$ cat config.mk
export PLATFORM = sky130hd
export DESIGN_NAME = pwm_pair_top
export DESIGN_NICKNAME = d
export VERILOG_FILES = /design/src/rtl/pwm_pair_pkg.sv /design/src/rtl/pwm_pair_presc.sv /design/src/rtl/pwm_pair_unit.sv /design/src/rtl/pwm_pair_regs.sv /design/src/rtl/pwm_pair_top.sv
export SDC_FILE = /design/constraint.sdc
export NUM_CORES = 1
export LEC_CHECK = 0
export CAP_MARGIN = 20
export CORE_UTILIZATION = 57
export CTS_BUF_LIST = sky130_fd_sc_hd__clkbuf_4 sky130_fd_sc_hd__clkbuf_8 sky130_fd_sc_hd__clkbuf_16
export DETAILED_ROUTE_END_ITERATION = 12
export GPL_ROUTABILITY_DRIVEN = 1
export HOLD_SLACK_MARGIN = 0.06
export PLACE_DENSITY = 0.77
export SYNTH_ARGS = -nofsm -noshare
export SYNTH_HDL_FRONTEND = slang
export SYNTH_SLANG_ARGS = --single-unit
$ cat constraint.sdc
create_clock -name clk -period 3.26 [get_ports clk]
set_input_delay 0.489 -clock clk [delete_from_list [all_inputs] [get_ports clk]]
set_output_delay 0.489 -clock clk [all_outputs]
set_load 0.01 [all_outputs]
$ cat src/rtl/pwm_pair_pkg.sv
package pwm_pair_pkg;
    localparam int ADDR_W = 4;

    localparam logic [ADDR_W-1:0] A_CTRL  = 4'd0;
    localparam logic [ADDR_W-1:0] A_EN    = 4'd1;
    localparam logic [ADDR_W-1:0] A_SEL   = 4'd2;
    localparam logic [ADDR_W-1:0] A_CNT0  = 4'd3;
    localparam logic [ADDR_W-1:0] A_CNT1  = 4'd4;
    localparam logic [ADDR_W-1:0] A_PER0  = 4'd5;
    localparam logic [ADDR_W-1:0] A_PER1  = 4'd6;
    localparam logic [ADDR_W-1:0] A_DUTY0 = 4'd7;
    localparam logic [ADDR_W-1:0] A_DUTY1 = 4'd8;
endpackage

$ cat src/rtl/pwm_pair_presc.sv
module pwm_pair_presc #(
    parameter int PS_W = 3
) (
    input  logic            clk,
    input  logic            rst_n,
    input  logic [PS_W-1:0] ps_a,
    input  logic [PS_W-1:0] ps_b,
    output logic            tick_a,
    output logic            tick_b
);
    localparam int DIV_W = (1 << PS_W) - 1;

    logic [DIV_W-1:0] div_d, div_q;
    logic [DIV_W-1:0] mask_a, mask_b;

    always_comb begin
        div_d  = div_q + DIV_W'(1);
        mask_a = ~({DIV_W{1'b1}} << ps_a);
        mask_b = ~({DIV_W{1'b1}} << ps_b);
        tick_a = (div_q & mask_a) == mask_a;
        tick_b = (div_q & mask_b) == mask_b;
    end

    always_ff @(posedge clk or negedge rst_n) begin
        if (!rst_n) div_q <= '0;
        else        div_q <= div_d;
    end
endmodule

$ cat src/rtl/pwm_pair_unit.sv
module pwm_pair_unit #(
    parameter int W = 8
) (
    input  logic         clk,
    input  logic         rst_n,
    input  logic         restart,
    input  logic         run,
    input  logic         tick,
    input  logic [W-1:0] per_in,
    input  logic [W-1:0] duty_in,
    output logic [W-1:0] cnt_o,
    output logic         pwm_o
);
    typedef struct packed {
        logic [W-1:0] cnt;
        logic [W-1:0] per;
        logic [W-1:0] duty;
    } unit_t;

    unit_t s_d, s_q;
    logic  wrap;

    always_comb begin
        s_d  = s_q;
        wrap = (s_q.per == '0) || (s_q.cnt >= s_q.per - W'(1));
        if (restart) begin
            s_d.cnt  = '0;
            s_d.per  = per_in;
            s_d.duty = duty_in;
        end else if (run && tick) begin
            if (wrap) begin
                s_d.cnt  = '0;
                s_d.per  = per_in;
                s_d.duty = duty_in;
            end else begin
                s_d.cnt = s_q.cnt + W'(1);
            end
        end
        cnt_o = s_q.cnt;
        pwm_o = run && (s_q.per != '0) && (s_q.cnt < s_q.duty);
    end

    always_ff @(posedge clk or negedge rst_n) begin
        if (!rst_n) s_q <= '0;
        else        s_q <= s_d;
    end
endmodule

$ cat src/rtl/pwm_pair_regs.sv
module pwm_pair_regs
    import pwm_pair_pkg::*;
#(
    parameter int CNT_W = 8,
    parameter int PS_W  = 3
) (
    input  logic                  clk,
    input  logic                  rst_n,
    input  logic                  bus_wr,
    input  logic [ADDR_W-1:0]     bus_addr,
    input  logic [CNT_W-1:0]      bus_wdata,
    output logic [CNT_W-1:0]      bus_rdata,
    input  logic [1:0][CNT_W-1:0] cnt_rd,
    output logic                  cat_on,
    output logic [PS_W-1:0]       ps_a,
    output logic [PS_W-1:0]       ps_b,
    output logic [1:0]            en,
    output logic [1:0]            sel,
    output logic [1:0][CNT_W-1:0] per,
    output logic [1:0][CNT_W-1:0] duty,
    output logic [1:0]            cnt_wr
);
    localparam int CTRL_W = 2 * PS_W + 1;

    typedef struct packed {
        logic [CTRL_W-1:0]       ctrl;
        logic [1:0]              en;
        logic [1:0]              sel;
        logic [1:0][CNT_W-1:0]   per;
        logic [1:0][CNT_W-1:0]   duty;
    } regs_t;

    regs_t r_d, r_q;

    always_comb begin
        r_d = r_q;
        if (bus_wr) begin
            case (bus_addr)
                A_CTRL:  r_d.ctrl    = bus_wdata[CTRL_W-1:0];
                A_EN:    r_d.en      = bus_wdata[1:0];
                A_SEL:   r_d.sel     = bus_wdata[1:0];
                A_PER0:  r_d.per[0]  = bus_wdata;
                A_PER1:  r_d.per[1]  = bus_wdata;
                A_DUTY0: r_d.duty[0] = bus_wdata;
                A_DUTY1: r_d.duty[1] = bus_wdata;
                default: ;
            endcase
        end
    end

    always_comb begin
        bus_rdata = '0;
        case (bus_addr)
            A_CTRL:  bus_rdata = CNT_W'(r_q.ctrl);
            A_EN:    bus_rdata = CNT_W'(r_q.en);
            A_SEL:   bus_rdata = CNT_W'(r_q.sel);
            A_CNT0:  bus_rdata = cnt_rd[0];
            A_CNT1:  bus_rdata = cnt_rd[1];
            A_PER0:  bus_rdata = r_q.per[0];
            A_PER1:  bus_rdata = r_q.per[1];
            A_DUTY0: bus_rdata = r_q.duty[0];
            A_DUTY1: bus_rdata = r_q.duty[1];
            default: bus_rdata = '0;
        endcase
    end

    always_comb begin
        cat_on    = r_q.ctrl[CTRL_W-1];
        ps_a      = r_q.ctrl[2*PS_W-1:PS_W];
        ps_b      = r_q.ctrl[PS_W-1:0];
        en        = r_q.en;
        sel       = r_q.sel;
        per       = r_q.per;
        duty      = r_q.duty;
        cnt_wr[0] = bus_wr && (bus_addr == A_CNT0);
        cnt_wr[1] = bus_wr && (bus_addr == A_CNT1);
    end

    always_ff @(posedge clk or negedge rst_n) begin
        if (!rst_n) r_q <= '0;
        else        r_q <= r_d;
    end
endmodule

$ cat src/rtl/pwm_pair_top.sv
module pwm_pair_top #(
    parameter int CNT_W = 8,
    parameter int PS_W  = 3
) (
    input  logic                            clk,
    input  logic                            rst_n,
    input  logic                            bus_wr,
    input  logic [pwm_pair_pkg::ADDR_W-1:0] bus_addr,
    input  logic [CNT_W-1:0]                bus_wdata,
    output logic [CNT_W-1:0]                bus_rdata,
    output logic [1:0]                      pwm_out
);
    localparam int JW = 2 * CNT_W;

    logic                  cat_on;
    logic [PS_W-1:0]       ps_a, ps_b;
    logic [1:0]            en, sel, cnt_wr;
    logic [1:0][CNT_W-1:0] per, duty, cnt_rd, s_cnt;
    logic [1:0]            s_pwm, tick_sel;
    logic                  tick_a, tick_b, j_pwm;
    logic [JW-1:0]         j_cnt;

    pwm_pair_regs #(.CNT_W(CNT_W), .PS_W(PS_W)) u_regs (
        .clk(clk), .rst_n(rst_n), .bus_wr(bus_wr), .bus_addr(bus_addr),
        .bus_wdata(bus_wdata), .bus_rdata(bus_rdata), .cnt_rd(cnt_rd),
        .cat_on(cat_on), .ps_a(ps_a), .ps_b(ps_b), .en(en), .sel(sel),
        .per(per), .duty(duty), .cnt_wr(cnt_wr)
    );

    pwm_pair_presc #(.PS_W(PS_W)) u_presc (
        .clk(clk), .rst_n(rst_n), .ps_a(ps_a), .ps_b(ps_b),
        .tick_a(tick_a), .tick_b(tick_b)
    );

    for (genvar i = 0; i < 2; i++) begin : g_ch
        assign tick_sel[i] = sel[i] ? tick_b : tick_a;

        pwm_pair_unit #(.W(CNT_W)) u_unit (
            .clk(clk), .rst_n(rst_n), .restart(cnt_wr[i]),
            .run(!cat_on && en[i]), .tick(tick_sel[i]),
            .per_in(per[i]), .duty_in(duty[i]),
            .cnt_o(s_cnt[i]), .pwm_o(s_pwm[i])
        );
    end

    // Joined counter: even byte high, odd byte low, odd channel's tick source.
    pwm_pair_unit #(.W(JW)) u_join (
        .clk(clk), .rst_n(rst_n), .restart(|cnt_wr),
        .run(cat_on && en[0]), .tick(tick_sel[1]),
        .per_in({per[0], per[1]}), .duty_in({duty[0], duty[1]}),
        .cnt_o(j_cnt), .pwm_o(j_pwm)
    );

    always_comb begin
        cnt_rd[0]  = cat_on ? j_cnt[JW-1:CNT_W] : s_cnt[0];
        cnt_rd[1]  = cat_on ? j_cnt[CNT_W-1:0]  : s_cnt[1];
        pwm_out[0] = cat_on ? j_pwm : s_pwm[0];
        pwm_out[1] = !cat_on && s_pwm[1];
    end
endmodule

==> impl_metrics.ini <==
[clock_network]
clk_pin_slew_ps = 60
numCtsBuffers = 17
clockBufferDepth = 2
cts.sinks = 146
cts_tree = yes
htree_levels = 4
cts_root_buf = clkbuf_16
clk_latency_ps = 430

[worst_setup_path]
start_kind = flop
cp_top_family = simple AND/OR/NAND/NOR gates
cp_max_fo = 5
path_cells = nor4_4 -> nor4b_4 -> nor2b_4 -> nand2_2 -> xor2_1 -> ha_1 -> nand3_2 -> nand2b_4 -> and4_4 -> a22oi_4 -> buf_6 -> clkbuf_16 -> mux2_4
end_kind = flop
r2r_end = u_join.s_q[13]
cp.required_ps = 3570
r2r-start = u_join.s_q[22]
regToRegSetupSlack_ps = -160
cpPeakStageDelay_ps = 420
worst-setup-path-type = reg -> reg
cp_slowest_cell = dfrtp_1
arrival_ps = 3730
critPathBufInv = 2
worstRegToRegCells = 13

[outcome]
violations = setup timing
status = finished, violations left

[power]
total_power_mw = 7.20
power.leakage_nw = 5.29
pwr_density_cell_nw_per_um2 = 643
vdd_ir_drop_max_mv = 0.539

[timing]
setup_viol = 32
hold_viol_final = 0
slew_headroom = 0.457
drv_slew = 0
fin_skew_ps = 9.43
fin_crit_sh = 1.05
rsz0062_at_grt = yes
min_period_ps = 3420
finalWorstSetupSlack_ps = -163
worstMarginPinSlew_ps = 812
clock.fmax_mhz = 292

[detailed_routing]
detail-route-antenna-nets = 0
drt-total-wl_um = 27600
via_count = 8057
drc_errors = 0
post_drt_wl_per_cell_um = 22.3
avgViaCountPerCell = 6.50
drt_iter0_markers = 891
first_pass_iters = 5

[worst_hold_path]
holdPathStages = 1
hp-class = reg -> reg
hold_end = u_presc.div_q[3]
hp-start = u_presc.div_q[3]

[synthesis]
syn_area_um2 = 9460
synth.net_count = 1024
ys_types = 75
yosys.area.top_type_share = 0.386
yosysMostFrequentCell = dfrtp_1
ys_ff_latch = 146
ys.flop_type = dfrtp_1
netlist_top_cells_area = dfrtp_1, ha_1, mux2_2
synth_cells = 939
seq_area_frac_synth = 0.386
synthArstFlopShare = 1.00
ys_top_cells_by_count = dfrtp_1, nand2_1, mux2_2
yosysWarnings = 0
postSynthAreaPerCell_um2 = 10.1
synth_area_leader_cell = dfrtp_1
synth_enable_flop_cells = 0

[final_layout]
antenna_cells = 0
regArea_um2 = 3650
drive_gt1_frac = 0.228
nFillCells = 1137
syn_to_final_growth_pct = 18.4
multi_input_area_um2 = 5580
fin_nets = 1096

[place]
portBuffers = 24
post-place-ws_ps = -95.6
place_congestion = 0.993
post-dp-hpwl_um = 18600

[grt]
grt_most_used_layer = met2
track_usage = 0.328
grt_overflow = 0
use_met2 = 0.513
grt_pass1_vias = 7690
grt_max_degree = 76
use_met1 = 0.434
grt_util_met3 = 0.0814
antenna_found_initial = 1
grt_pass1_wl_um = 41400

[floorplan]
core-area_um2 = 16100
start_util = 0.589
die_w_um = 131
pin_count = 25
std_cell_rows = 46
die_h_um = 131
die_area_um2 = 17100

[run]
cap_violations = 0
-- area by class of cell --
cell class                 count  share of cell area
clock buffer                  19              0.0399
clock inverter                12              0.0140
inverter                      52              0.0174
multi-input combinational    697               0.498
sequential                   146               0.326
tap                          216              0.0241
timing repair buffer          97              0.0799
-- where the power goes --
part | internal, mW | total [mW] | switching (mW) | leakage, nW
clock | 1.23 | 2.02 | 0.789 | 0.297
combinational | 1.22 | 2.48 | 1.25 | 3.25
sequential | 2.13 | 2.70 | 0.566 | 1.74
total | 4.59 | 7.20 | 2.61 | 5.29
-- state kept, by name (all words and copies together), names as in the netlist, 7 cells and up --
register / count
u_regs.per: 16
u_join.cnt_o: 16
u_join.s_q: 32
g_ch.u_unit.cnt_o: 16
u_presc.div_q: 7
u_regs.duty: 16
g_ch.u_unit.s_q: 32
-- routing by layer --
layer,up-vias,part of all wire
li1,3638,-
met1,3921,0.40
met2,413,0.47
met3,83,0.085
met4,2,0.037
met5,-,0.0014
-- cells by family (layout without fill, tap and decap cells) --
| kind of cell | Yosys count | count (layout) | synth area share |
|---|---|---|---|
| and+or+nand+nor | 271 | 271 | 0.146 |
| adders and majority gates | 70 | 70 | 0.0926 |
| AOI/OAI and AO/OA | 227 | 227 | 0.182 |
| buffers and inverters | 96 | 180 | 0.0455 |
| xor gates and xnor gates | 31 | 31 | 0.0287 |
| muxes | 98 | 98 | 0.119 |
| DFF | 146 | 146 | 0.386 |
-- worst max-delay path by stage --
stage / cells past startpoint / slack (ps) / start / endpoint
detailed placement: 12 / -100 / u_join.s_q[20] / u_join.s_q[14]
floorplan: 12 / 20 / u_join.s_q[20] / u_join.s_q[10]
CTS: 12 / 0.006 / u_join.s_q[20] / u_join.s_q[6]
finish: 13 / -160 / u_join.s_q[22] / u_join.s_q[13]
global placement: 12 / 30 / u_join.s_q[20] / u_join.s_q[12]
global route: 13 / -220 / u_join.s_q[22] / u_join.s_q[27]
-- layout by cell type (no fill, tap or decap), types with 11 or more instances in the layout --
master | netlist | layout
a21o_1 | 21 | 20
a21oi_1 | 22 | 21
and3_1 | 19 | 19
buf_4 | 3 | 60
clkbuf_16 | 0 | 19
clkdlybuf4s50_1 | 0 | 20
dfrtp_1 | 146 | 145
ha_1 | 70 | 69
inv_1 | 51 | 51
mux2_2 | 77 | 58
mux2_4 | 5 | 24
mux2i_1 | 14 | 14
nand2_1 | 105 | 102
nand3_1 | 23 | 21
nand4_1 | 11 | 11
nor2_1 | 34 | 33
nor3_1 | 17 | 16
nor4_1 | 16 | 12
o211ai_1 | 68 | 68
o21ai_0 | 27 | 23
o22a_1 | 12 | 12
xnor2_1 | 23 | 23
-- what timing repair did --
action,4_1_cts,5_1_grt
hold buffers,1,0
endpoints found under the setup margin,33,76
pin swaps,1,8
buffers inserted,1,7
endpoints found under the hold margin,42,0
resized for setup,7,51
cloned,0,4
-- worst register-to-register path, delay by kind of cell (launching register included) --
family	cells	cell delay, ps
adder cells (fa/ha/maj)	1	340
flip-flops	1	420
buffers and inverters	2	320
XOR/XNOR	1	160
AO/OA/AOI/OAI	1	230
multiplexers	1	300
AND/OR/NAND/NOR	7	1550
-- per-stage QoR --
stage	setup TNS [ps]	cells	util	instance area, µm²	hold WS, ps
after CTS	0	1228	0.679	10900	505
final	-4440	1239	0.697	11200	495
after floorplan	0	939	-	9470	193
after global placement	0	1195	0.638	10200	452
after global routing	-6710	1239	0.697	11200	526
after detailed placement	-2430	1195	0.638	10200	450
Note: power is estimated with default switching activity, not from simulation.
